$ cat src/rtl/mdio_pkg.sv
// Shared types and helpers for the serial management slave.
// Assumes organisation-code bit n (1-based) sits at parameter bit n-1.
package mdio_pkg;
    typedef enum logic [2:0] {F_IDLE, F_START, F_HDR, F_TA, F_DATA} fstate_t;

    localparam logic [4:0] A_CTRL = 5'd0;
    localparam logic [4:0] A_STAT = 5'd1;
    localparam logic [4:0] A_ID_H = 5'd2;
    localparam logic [4:0] A_ID_L = 5'd3;

    localparam int HDR_BITS  = 12;
    localparam int DATA_BITS = 16;

    // Identifier-high: code bits 3..18 into register bits 15..0.
    function automatic logic [15:0] id_hi_map(input logic [23:0] oui);
        logic [15:0] r;
        for (int i = 0; i < 16; i++) r[15-i] = oui[2+i];
        return r;
    endfunction

    // Identifier-low: code bits 19..24 into 15..10, then model and revision.
    function automatic logic [15:0] id_lo_map(input logic [23:0] oui,
                                              input logic [5:0] model,
                                              input logic [3:0] rev);
        logic [15:0] r;
        for (int i = 0; i < 6; i++) r[15-i] = oui[18+i];
        r[9:4] = model;
        r[3:0] = rev;
        return r;
    endfunction
endpackage

$ cat src/rtl/mdio_frame.sv
// Serial frame engine: finds start bits, shifts in the header, runs the
// turnaround and shifts the 16-bit data field in or out.
// Assumes the line idles high and is sampled on the rising edge of mdc;
// driven bits change on the rising edge so the master sees them on the next.
module mdio_frame
    import mdio_pkg::*;
(
    input  logic        mdc,
    input  logic        rst_n,
    input  logic [4:0]  phy_addr,
    input  logic        mdio_i,
    output logic        mdio_o,
    output logic        mdio_oe,
    output logic [4:0]  reg_addr,
    output logic        rd_stb,
    input  logic [15:0] rd_data,
    output logic        wr_stb,
    output logic [15:0] wr_data
);
    localparam int CW = $clog2(DATA_BITS);

    fstate_t        state;
    logic [CW-1:0]  cnt;
    logic [15:0]    sh;
    logic [4:0]     addr_q;
    logic           is_rd, is_wr;
    logic [11:0]    hdr;
    logic           hdr_match, hdr_rd, hdr_wr, hdr_last;

    // Header word as it stands at the edge sampling its last bit.
    always_comb begin
        hdr       = {sh[10:0], mdio_i};
        hdr_match = (hdr[9:5] == phy_addr);
        hdr_rd    = hdr_match && (hdr[11:10] == 2'b10);
        hdr_wr    = hdr_match && (hdr[11:10] == 2'b01);
        hdr_last  = (state == F_HDR) && (cnt == CW'(HDR_BITS - 1));
    end

    // Strobes and address presented to the register file.
    always_comb begin
        reg_addr = (state == F_HDR) ? hdr[4:0] : addr_q;
        rd_stb   = hdr_last && hdr_rd;
        wr_stb   = (state == F_DATA) && (cnt == CW'(DATA_BITS - 1)) && is_wr;
        wr_data  = {sh[14:0], mdio_i};
    end

    // Frame sequencer and line driver.
    always_ff @(posedge mdc) begin
        if (!rst_n) begin
            state   <= F_IDLE;
            cnt     <= '0;
            sh      <= '0;
            addr_q  <= '0;
            is_rd   <= 1'b0;
            is_wr   <= 1'b0;
            mdio_o  <= 1'b0;
            mdio_oe <= 1'b0;
        end else begin
            case (state)
                F_IDLE: if (!mdio_i) state <= F_START;
                F_START: begin
                    cnt   <= '0;
                    state <= mdio_i ? F_HDR : F_IDLE;
                end
                F_HDR: begin
                    sh  <= {sh[14:0], mdio_i};
                    cnt <= cnt + 1'b1;
                    if (hdr_last) begin
                        is_rd  <= hdr_rd;
                        is_wr  <= hdr_wr;
                        addr_q <= hdr[4:0];
                        if (hdr_rd) sh <= rd_data;
                        cnt    <= '0;
                        state  <= F_TA;
                    end
                end
                F_TA: begin
                    cnt <= cnt + 1'b1;
                    if (cnt == '0) begin
                        mdio_oe <= is_rd;
                        mdio_o  <= 1'b0;
                    end else begin
                        mdio_o <= sh[15];
                        sh     <= {sh[14:0], mdio_i};
                        cnt    <= '0;
                        state  <= F_DATA;
                    end
                end
                F_DATA: begin
                    mdio_o <= sh[15];
                    sh     <= {sh[14:0], mdio_i};
                    cnt    <= cnt + 1'b1;
                    if (cnt == CW'(DATA_BITS - 1)) begin
                        mdio_oe <= 1'b0;
                        is_rd   <= 1'b0;
                        is_wr   <= 1'b0;
                        state   <= F_IDLE;
                    end
                end
                default: state <= F_IDLE;
            endcase
        end
    end
endmodule

$ cat src/rtl/phy_regs.sv
// Control, status and identifier registers with self-clearing command bits
// and a clear-on-read jabber latch.
// Assumes rd_stb/wr_stb are single-cycle and reg_addr is valid with them.
module phy_regs
    import mdio_pkg::*;
#(
    parameter logic [23:0] OUI   = 24'hA5C396,
    parameter logic [5:0]  MODEL = 6'h2B,
    parameter logic [3:0]  REV   = 4'h9
) (
    input  logic        clk,
    input  logic        rst_n,
    input  logic [4:0]  reg_addr,
    input  logic        rd_stb,
    output logic [15:0] rd_data,
    input  logic        wr_stb,
    input  logic [15:0] wr_data,
    input  logic        soft_rst_done,
    input  logic        an_started,
    input  logic        an_done,
    input  logic        an_duplex,
    input  logic        link_up,
    input  logic        is_10m,
    input  logic        jabber_in,
    output logic        soft_rst_req,
    output logic        an_restart_req,
    output logic        an_enable,
    output logic        duplex_full,
    output logic        speed_100,
    output logic        power_down
);
    localparam logic [15:0] ID_HI = id_hi_map(OUI);
    localparam logic [15:0] ID_LO = id_lo_map(OUI, MODEL, REV);

    logic sr_pend, an_pend, jab, spd, ane, pd, dup;
    logic ctrl_wr;
    logic unused_bits;

    assign ctrl_wr     = wr_stb && (reg_addr == A_CTRL);
    assign unused_bits = ^{wr_data[14], wr_data[10], wr_data[7:0]};

    // Control fields, command handshakes and jabber latch.
    always_ff @(posedge clk) begin
        if (!rst_n || (soft_rst_done && sr_pend)) begin
            spd     <= 1'b1;
            ane     <= 1'b1;
            pd      <= 1'b0;
            dup     <= 1'b0;
            sr_pend <= 1'b0;
            an_pend <= 1'b0;
            jab     <= 1'b0;
        end else begin
            if (an_started) an_pend <= 1'b0;
            if (ctrl_wr) begin
                spd <= wr_data[13];
                ane <= wr_data[12];
                pd  <= wr_data[11];
                dup <= wr_data[8];
                if (wr_data[15]) sr_pend <= 1'b1;
                if (!wr_data[12])    an_pend <= 1'b0;
                else if (wr_data[9]) an_pend <= 1'b1;
            end
            if (jabber_in && is_10m)               jab <= 1'b1;
            else if (rd_stb && reg_addr == A_STAT) jab <= 1'b0;
        end
    end

    // Read multiplexer; unimplemented addresses return zero.
    always_comb begin
        case (reg_addr)
            A_CTRL:  rd_data = {sr_pend, 1'b0, spd, ane, pd, 1'b0, an_pend, dup, 8'h00};
            A_STAT:  rd_data = {9'b0, 1'b1, an_done, 1'b0, 1'b1, link_up, jab, 1'b1};
            A_ID_H:  rd_data = ID_HI;
            A_ID_L:  rd_data = ID_LO;
            default: rd_data = 16'h0000;
        endcase
    end

    // Outputs to the rest of the PHY.
    always_comb begin
        soft_rst_req   = sr_pend;
        an_restart_req = an_pend;
        an_enable      = ane;
        duplex_full    = ane ? an_duplex : dup;
        speed_100      = spd;
        power_down     = pd;
    end
endmodule

$ cat src/rtl/mdio_mgmt_slave.sv
// Top of the serial management slave: frame engine plus register file.
// Assumes an external open-drain pad combines mdio_o/mdio_oe with a pull-up.
module mdio_mgmt_slave #(
    parameter logic [23:0] OUI   = 24'hA5C396,
    parameter logic [5:0]  MODEL = 6'h2B,
    parameter logic [3:0]  REV   = 4'h9
) (
    input  logic       mdc,
    input  logic       rst_n,
    input  logic [4:0] phy_addr,
    input  logic       mdio_i,
    output logic       mdio_o,
    output logic       mdio_oe,
    input  logic       soft_rst_done,
    input  logic       an_started,
    input  logic       an_done,
    input  logic       an_duplex,
    input  logic       link_up,
    input  logic       is_10m,
    input  logic       jabber_in,
    output logic       soft_rst_req,
    output logic       an_restart_req,
    output logic       an_enable,
    output logic       duplex_full,
    output logic       speed_100,
    output logic       power_down
);
    logic [4:0]  reg_addr;
    logic        rd_stb, wr_stb;
    logic [15:0] rd_data, wr_data;

    mdio_frame u_frame (
        .mdc(mdc), .rst_n(rst_n), .phy_addr(phy_addr), .mdio_i(mdio_i),
        .mdio_o(mdio_o), .mdio_oe(mdio_oe), .reg_addr(reg_addr),
        .rd_stb(rd_stb), .rd_data(rd_data), .wr_stb(wr_stb), .wr_data(wr_data)
    );

    phy_regs #(.OUI(OUI), .MODEL(MODEL), .REV(REV)) u_regs (
        .clk(mdc), .rst_n(rst_n), .reg_addr(reg_addr), .rd_stb(rd_stb),
        .rd_data(rd_data), .wr_stb(wr_stb), .wr_data(wr_data),
        .soft_rst_done(soft_rst_done), .an_started(an_started),
        .an_done(an_done), .an_duplex(an_duplex), .link_up(link_up),
        .is_10m(is_10m), .jabber_in(jabber_in),
        .soft_rst_req(soft_rst_req), .an_restart_req(an_restart_req),
        .an_enable(an_enable), .duplex_full(duplex_full),
        .speed_100(speed_100), .power_down(power_down)
    );
endmodule

$ cat config.mk
export PLATFORM = sky130hd
export DESIGN_NAME = mdio_mgmt_slave
export DESIGN_NICKNAME = d
export VERILOG_FILES = /design/src/rtl/mdio_pkg.sv /design/src/rtl/mdio_frame.sv /design/src/rtl/phy_regs.sv /design/src/rtl/mdio_mgmt_slave.sv
export SDC_FILE = /design/constraint.sdc
export NUM_CORES = 1
export LEC_CHECK = 0
export ABC_AREA = 1
export ABC_CLOCK_PERIOD_IN_PS = 2000
export BUFFER_PORTS_ARGS = -buffer_cell sky130_fd_sc_hd__buf_2
export CAP_MARGIN = 10
export CORE_MARGIN = 2
export CORE_UTILIZATION = 55
export CTS_BUF_LIST = sky130_fd_sc_hd__clkbuf_4 sky130_fd_sc_hd__clkbuf_8
export DETAILED_ROUTE_END_ITERATION = 8
export GPL_ROUTABILITY_DRIVEN = 0
export GPL_TIMING_DRIVEN = 0
export PLACE_DENSITY_LB_ADDON = 0.25
export SYNTH_ARGS = -nofsm -noshare
export SYNTH_HDL_FRONTEND = slang
export SYNTH_SLANG_ARGS = --single-unit
$ cat constraint.sdc
create_clock -name mdc -period 2 [get_ports mdc]
set_input_delay 0 -clock mdc [delete_from_list [all_inputs] [get_ports mdc]]
set_output_delay 0 -clock mdc [all_outputs]
set_load 0.01 [all_outputs]
==> results of run 1 <==
## sequential cells by signal (all words and copies together), names as in the netlist, 3 cells and up
| register | count |
|---|---|
| u_frame.sh | 16 |
| u_frame.addr_q | 5 |
| u_frame.cnt | 4 |
| u_frame.state | 3 |
## cells in the final DEF (no fill, tap or decap), types with 7 or more instances in the layout
cell type	count
nor2_1	24
o21ai_1	7
buf_2	23
dfxtp_1	39
inv_1	41
nand2_1	75
o21ai_0	14
nand2_2	7
nand3_1	33
clkbuf_8	7
a21oi_1	33
## layer usage
metal | wire length [um] | GRT usage | share of wire | up-vias
met4 | 88 | 0.0995 | 0.018 | 0
met3 | 190 | 0.0574 | 0.039 | 9
li1 | - | - | - | 1097
met1 | 2340 | 0.316 | 0.48 | 955
met2 | 2250 | 0.416 | 0.46 | 42
met5 | 0 | 0 | 0 | -
## timing repair
| item | 4_1_cts | 5_1_grt |
|---|---|---|
| setup buffers | 0 | 0 |
| endpoints found under the hold margin | 1 | 0 |
| hold buffers | 2 | 0 |
| setup endpoints to repair | 0 | 0 |
## cell type report
| class | instances | area (um2) |
|---|---|---|
| Buffer | 7 | 50.0 |
| Clock buffer | 8 | 104 |
| Fill cell | 382 | 1270 |
| Inverter | 47 | 179 |
| Multi-Input combinational cell | 228 | 1170 |
| Sequential cell | 39 | 781 |
| Tap cell | 48 | 60.1 |
| Timing Repair Buffer | 24 | 130 |
## worst min-delay path by stage
stage	endpoint	slack [ns]
floorplan	u_frame.sh[10]	0.14
global placement	u_regs.jab	0.25
detailed placement	u_regs.jab	0.27
CTS	u_frame.sh[2]	0.007
global route	u_frame.addr_q[2]	0.02
finish	u_frame.sh[2]	0.02
## kinds of logic (layout without fill, tap and decap cells)
group                    count (synthesis)  count (layout)  share of synthesized area
AND/OR/NAND/NOR                        163             163                      0.363
flip-flops                              39              39                      0.358
adder cells (fa/ha/maj)                  2               2                     0.0115
buffers and inverters                   54              86                      0.105
AO/OA/AOI/OAI                           60              60                      0.151
XOR/XNOR                                 3               3                     0.0121
## critical path, stage by stage, from the launching register on
cell and delay [ns]:
dfxtp_1 0.48, inv_1 0.13, nand3_1 0.16, nand2_2 0.10, o21ai_4 0.32, inv_4 0.09, buf_6 0.15, o21ai_0 0.16
a31oi_1 0.07
## power by group through the flow
| stage | Combinational [W] | Sequential (W) | Clock (W) |
|---|---|---|---|
| 4_1_cts | 0.00142 | 0.00118 | 0.000625 |
| 2_1_floorplan | 0.00117 | 0.00115 | 0 |
| 3_3_place_gp | 0.00138 | 0.00119 | 0 |
| 5_1_grt | 0.00161 | 0.00121 | 0.000657 |
| 6_report | 0.00143 | 0.00118 | 0.000618 |
| 3_5_place_dp | 0.00141 | 0.00120 | 0 |
## through the flow
stage | hold WS [ns] | setup slack, ns | std cells | util
floorplan | 0.138 | 0.472 | 321 | -
global placement | 0.248 | 0.278 | 391 | 0.628
detailed placement | 0.270 | 0.243 | 391 | 0.628
CTS | 0.00716 | 0.224 | 401 | 0.661
global route | 0.0237 | 0.0623 | 401 | 0.661
finish | 0.0201 | 0.227 | 401 | 0.661
==> metrics, run 1 <==
status finished, final reports clean; clock power share 0.192; number of H-tree levels 2; most frequent cells after synthesis nand2_1 (75), inv_1 (41), dfxtp_1 (39); Setup crit end u_frame.sh[10]; Core Rows 22; Initial Util 0.583; vias in the first global route 1,930; Fin Clk Skew 0.0114 ns; Post-Syn Area 2180 um2; Max-slew headroom 0.663; min Tclk post-route 1.77 ns; Worst-Skew Late Latency 0.31 ns; CTS clock-pin slew for the worst setup and hold paths 0.08 ns; TNS Setup 0 ns; CP required 2.19 ns; TritonCTS Buffers 5; worst vdd ir 0.896 mV; Critical Path Source u_frame.state[2]; routed vias/inst 5.24; RSZ-0062 raised after global routing no; combinational share of power 0.442; PortBufs 22; core area 3740 um2; area of all placed cells without fillers 2470 um2; max-cap viol count 0; Primary FF master, synth dfxtp_1; Leakage 1.15 nW; DP Area 2350 um2; R2R Path Start u_frame.state[2]; # IOs 23; largest net degree at the start of global routing 12; sequential share of power 0.366; Post-synth EDFFs 0; layout net count 369; pins over their slew limit 0; Synth area leaders dfxtp_1 (36%), nand2_1 (13%), a21oi_1 (7.6%); vias post-DR 2,103; CTS tree built; CTS max path bufs 2; Post-DP HPWL 3.61 mm; switching share of total power 0.427; FF+latch count, synth 39; Pwr Density 1300 nW/um2; R2R depth 8; Final Cycle Share 0.887; Die X-Extent 67.0 um; Root Driver clkbuf_8; share of the synthesized area in the top cell type 0.358; share of layout cells above drive strength 1 0.184; Area Overhead vs Synth 13.5%; P_sw 0.00138 W; crit end category register; total global-route track usage 0.252; WP data arrival 1.97 ns; clk sinks 39; Hold Crit Class input pin to register; Least-Margin Pin Slew 0.505 ns; Synth area leader dfxtp_1; first-pass GRT wire length 8.38 mm; yosys warns 0; # DRC 0; post-synthesis sequential area ratio 0.358; hold wc startpoint rst_n; hold path depth 3; wire per inst 12.2 um; R2R Path End u_frame.sh[10]; Starting DRT DRC Count 155; Syn Inst Count 321; ys async rst share 0; Mapped Nets 338; most frequent cell after synthesis nand2_1; initial antenna violation count 0; critical path class register to register; Design Power 0.00323 W; Finish-stage setup viols 0; Crit Path Max Fanout 10; Pre-antenna DRT Iters 4; die area 4480 um2; Power Internal 0.00185 W; Final Hold Fails 0; Max Clock Freq 564 MHz; Chip Height 67.0 um; Synth Area per Inst 6.79 um2; total gr overflow 0; unique cell type count in the Yosys netlist 30; Post-CTS Resized 0; Critical Path Source Type register; WL final 4.88 mm; FF-to-FF setup slack 0.23 ns; # diodes 0; post-route antenna net violation count 0
No activity file was read; power rests on OpenSTA's default activity.
==> run 2, diff against run 1 <==
--- a/config.mk
+++ b/config.mk
@@ -9,8 +9,10 @@
 export ABC_CLOCK_PERIOD_IN_PS = 2000
 export BUFFER_PORTS_ARGS = -buffer_cell sky130_fd_sc_hd__buf_2
 export CAP_MARGIN = 10
+export CELL_PAD_IN_SITES_DETAIL_PLACEMENT = 0
+export CELL_PAD_IN_SITES_GLOBAL_PLACEMENT = 2
 export CORE_MARGIN = 2
-export CORE_UTILIZATION = 55
+export CORE_UTILIZATION = 34
 export CTS_BUF_LIST = sky130_fd_sc_hd__clkbuf_4 sky130_fd_sc_hd__clkbuf_8
 export DETAILED_ROUTE_END_ITERATION = 8
 export GPL_ROUTABILITY_DRIVEN = 0
==> run 2 against run 1 <==
Worst hold slack worse by 0.0026 ns. Total power is 1.0% lower. Critical endpoint is now u_frame.sh[13]. Largest power group unchanged. Via count is 2.5% lower. Critical path type unchanged.
==> metrics, run 2 (synthesized netlist as in run 1, its figures left out) <==
status finished, final reports clean; # DRC 0 (unchanged); Top reg by flops u_frame.sh; Core Rows 29 (+32%); critical path class register to register; initial antenna violation count 0 (unchanged); wire per inst 13.0 um (+7.3%); largest net degree at the start of global routing 13 (+1); final core utilization 0.398 (-0.263); Starting DRT DRC Count 82 (-47%); # diodes 0 (unchanged); Max Clock Freq 554 MHz (-1.7%); Post-CTS Hold Buffers 2 (unchanged); Pre-antenna DRT Iters 4 (unchanged); post-placement cell count 420 (+7.4%); Worst-Skew Late Latency 0.30 ns (about the same); Critical Path Source Type register; core area 6280 um2 (+68%); die area 7070 um2 (+58%); Design Power 0.00320 W (-1.0%); TNS Setup 0 ns (unchanged); most common cell after layout, fill and taps aside nand2_1; clk sinks 39 (unchanged); total global-route track usage 0.165 (-0.0870); number of flip-flops under the largest register name 16 (unchanged); Final Cycle Share 0.902 (+0.0153); hold path depth 6 (+3); Chip Height 84.1 um (+26%); Max-slew headroom 0.639 (-0.0244); RSZ-0062 raised after global routing no; WL final 5.61 mm (+15%); Root Driver clkbuf_8; vias in the first global route 1,884 (-2.4%); CP required 2.20 ns (about the same); Fillers 699 (+83%); Least-Margin Pin Slew 0.542 ns (+0.0366 ns); pins over their slew limit 0 (unchanged); Finish-stage setup viols 0 (unchanged); CTS max path bufs 2 (unchanged); Fin Clk Skew 0.00718 ns (-0.00417 ns); CTS clock-pin slew for the worst setup and hold paths 0.08 ns (about the same); number of H-tree levels 2 (unchanged); TritonCTS Buffers 5 (unchanged); CTS tree built; WP data arrival 2.01 ns (+0.04 ns); layout net count 369 (unchanged); Crit Path Max Fanout 10 (unchanged); # IOs 23 (unchanged); max-cap viol count 0 (unchanged); Leakage 1.14 nW (-0.90%); biggest regs u_frame.sh: 16 flops, u_frame.addr_q: 5 flops, u_frame.cnt: 4 flops; Post-DP HPWL 4.24 mm (+17%); most frequent cells in the layout nand2_1 (75), inv_1 (41), dfxtp_1 (39); worst vdd ir 0.530 mV (-41%); Die X-Extent 84.1 um (+26%); Area Overhead vs Synth 14.5%; R2R depth 11 (+3); post-route insts no fill 430 (+7.2%); total gr overflow 0 (unchanged); share of layout cells above drive strength 1 0.184 (unchanged); Post-CTS Resized 0 (unchanged); first-pass GRT wire length 9.27 mm (+11%); Final Hold Fails 0 (unchanged); crit end category register; PortBufs 22 (unchanged); Pwr Density 1280 nW/um2 (-1.8%); routed vias/inst 4.77 (-9.1%); vias post-DR 2,050 (-2.5%); Initial Util 0.347 (-0.235); min Tclk post-route 1.80 ns (+0.0307 ns); post-route antenna net violation count 0 (unchanged); Post-CTS Setup Bufs 0 (unchanged); Hold Crit Class input pin to register
-- run 2: layer usage --
layer | vias to the layer above | routed length [um] | track usage
li1 | 1099 | - | -
met1 | 919 | 2940 | 0.238
met2 | 28 | 2460 | 0.247
met3 | 4 | 168 | 0.0445
met4 | 0 | 42 | 0.0308
met5 | - | 0 | 0
-- run 2: layout make-up --
cell class / instances / area (um2) / area share
plain buffers: 7 / 50.0 / 0.0201
clock buffers: 6 / 76.3 / 0.0306
clock inverters: 2 / 12.5 / 0.00501
inverters: 47 / 179 / 0.0717
multi-input cells: 228 / 1170 / 0.469
flip-flops and latches: 39 / 781 / 0.313
well taps: 77 / 96.3 / 0.0386
repair buffers: 24 / 130 / 0.0521
-- run 2: critical path, cell delays in order, from the launching register on --
cell     delay, ns
dfxtp_1       0.38
ha_1          0.21
nand3_1       0.17
nor2_4        0.21
nand3_2       0.10
inv_2         0.06
nand2_2       0.09
buf_2         0.22
nand2_1       0.08
nand3_1       0.08
nand2_1       0.07
inv_1         0.04
-- run 2: power breakdown --
part,total (W),switching [W],leakage [nW],internal [W]
Combinational,0.00144,0.000911,0.781,0.000533
Sequential,0.00119,0.000207,0.316,0.000986
Clock,0.000558,0.000301,0.0446,0.000258
Total,0.00320,0.00142,1.14,0.00178
-- run 2: path summary, 6_finish.rpt --
| path | startpoint | end | slack, ns |
|---|---|---|---|
| worst max-delay path | u_frame.cnt[0] | u_frame.sh[13] | 0.20 |
| worst min-delay path | an_started | u_regs.an_restart_req | 0.02 |
| worst max register to register | u_frame.cnt[0] | u_frame.sh[13] | 0.20 |
| worst min register to register | u_frame.addr_q[2] | u_frame.addr_q[2] | 0.45 |
-- run 2: per-stage QoR --
stage | setup slack (ns) | cell area, um2 | hold WS, ns
after detailed placement | 0.184 | 2390 | 0.291
after floorplan | 0.472 | 2180 | 0.138
final | 0.196 | 2500 | 0.0174
after CTS | 0.170 | 2500 | 0.0147
after global routing | 0.0199 | 2500 | 0.0124
after global placement | 0.168 | 2390 | 0.270
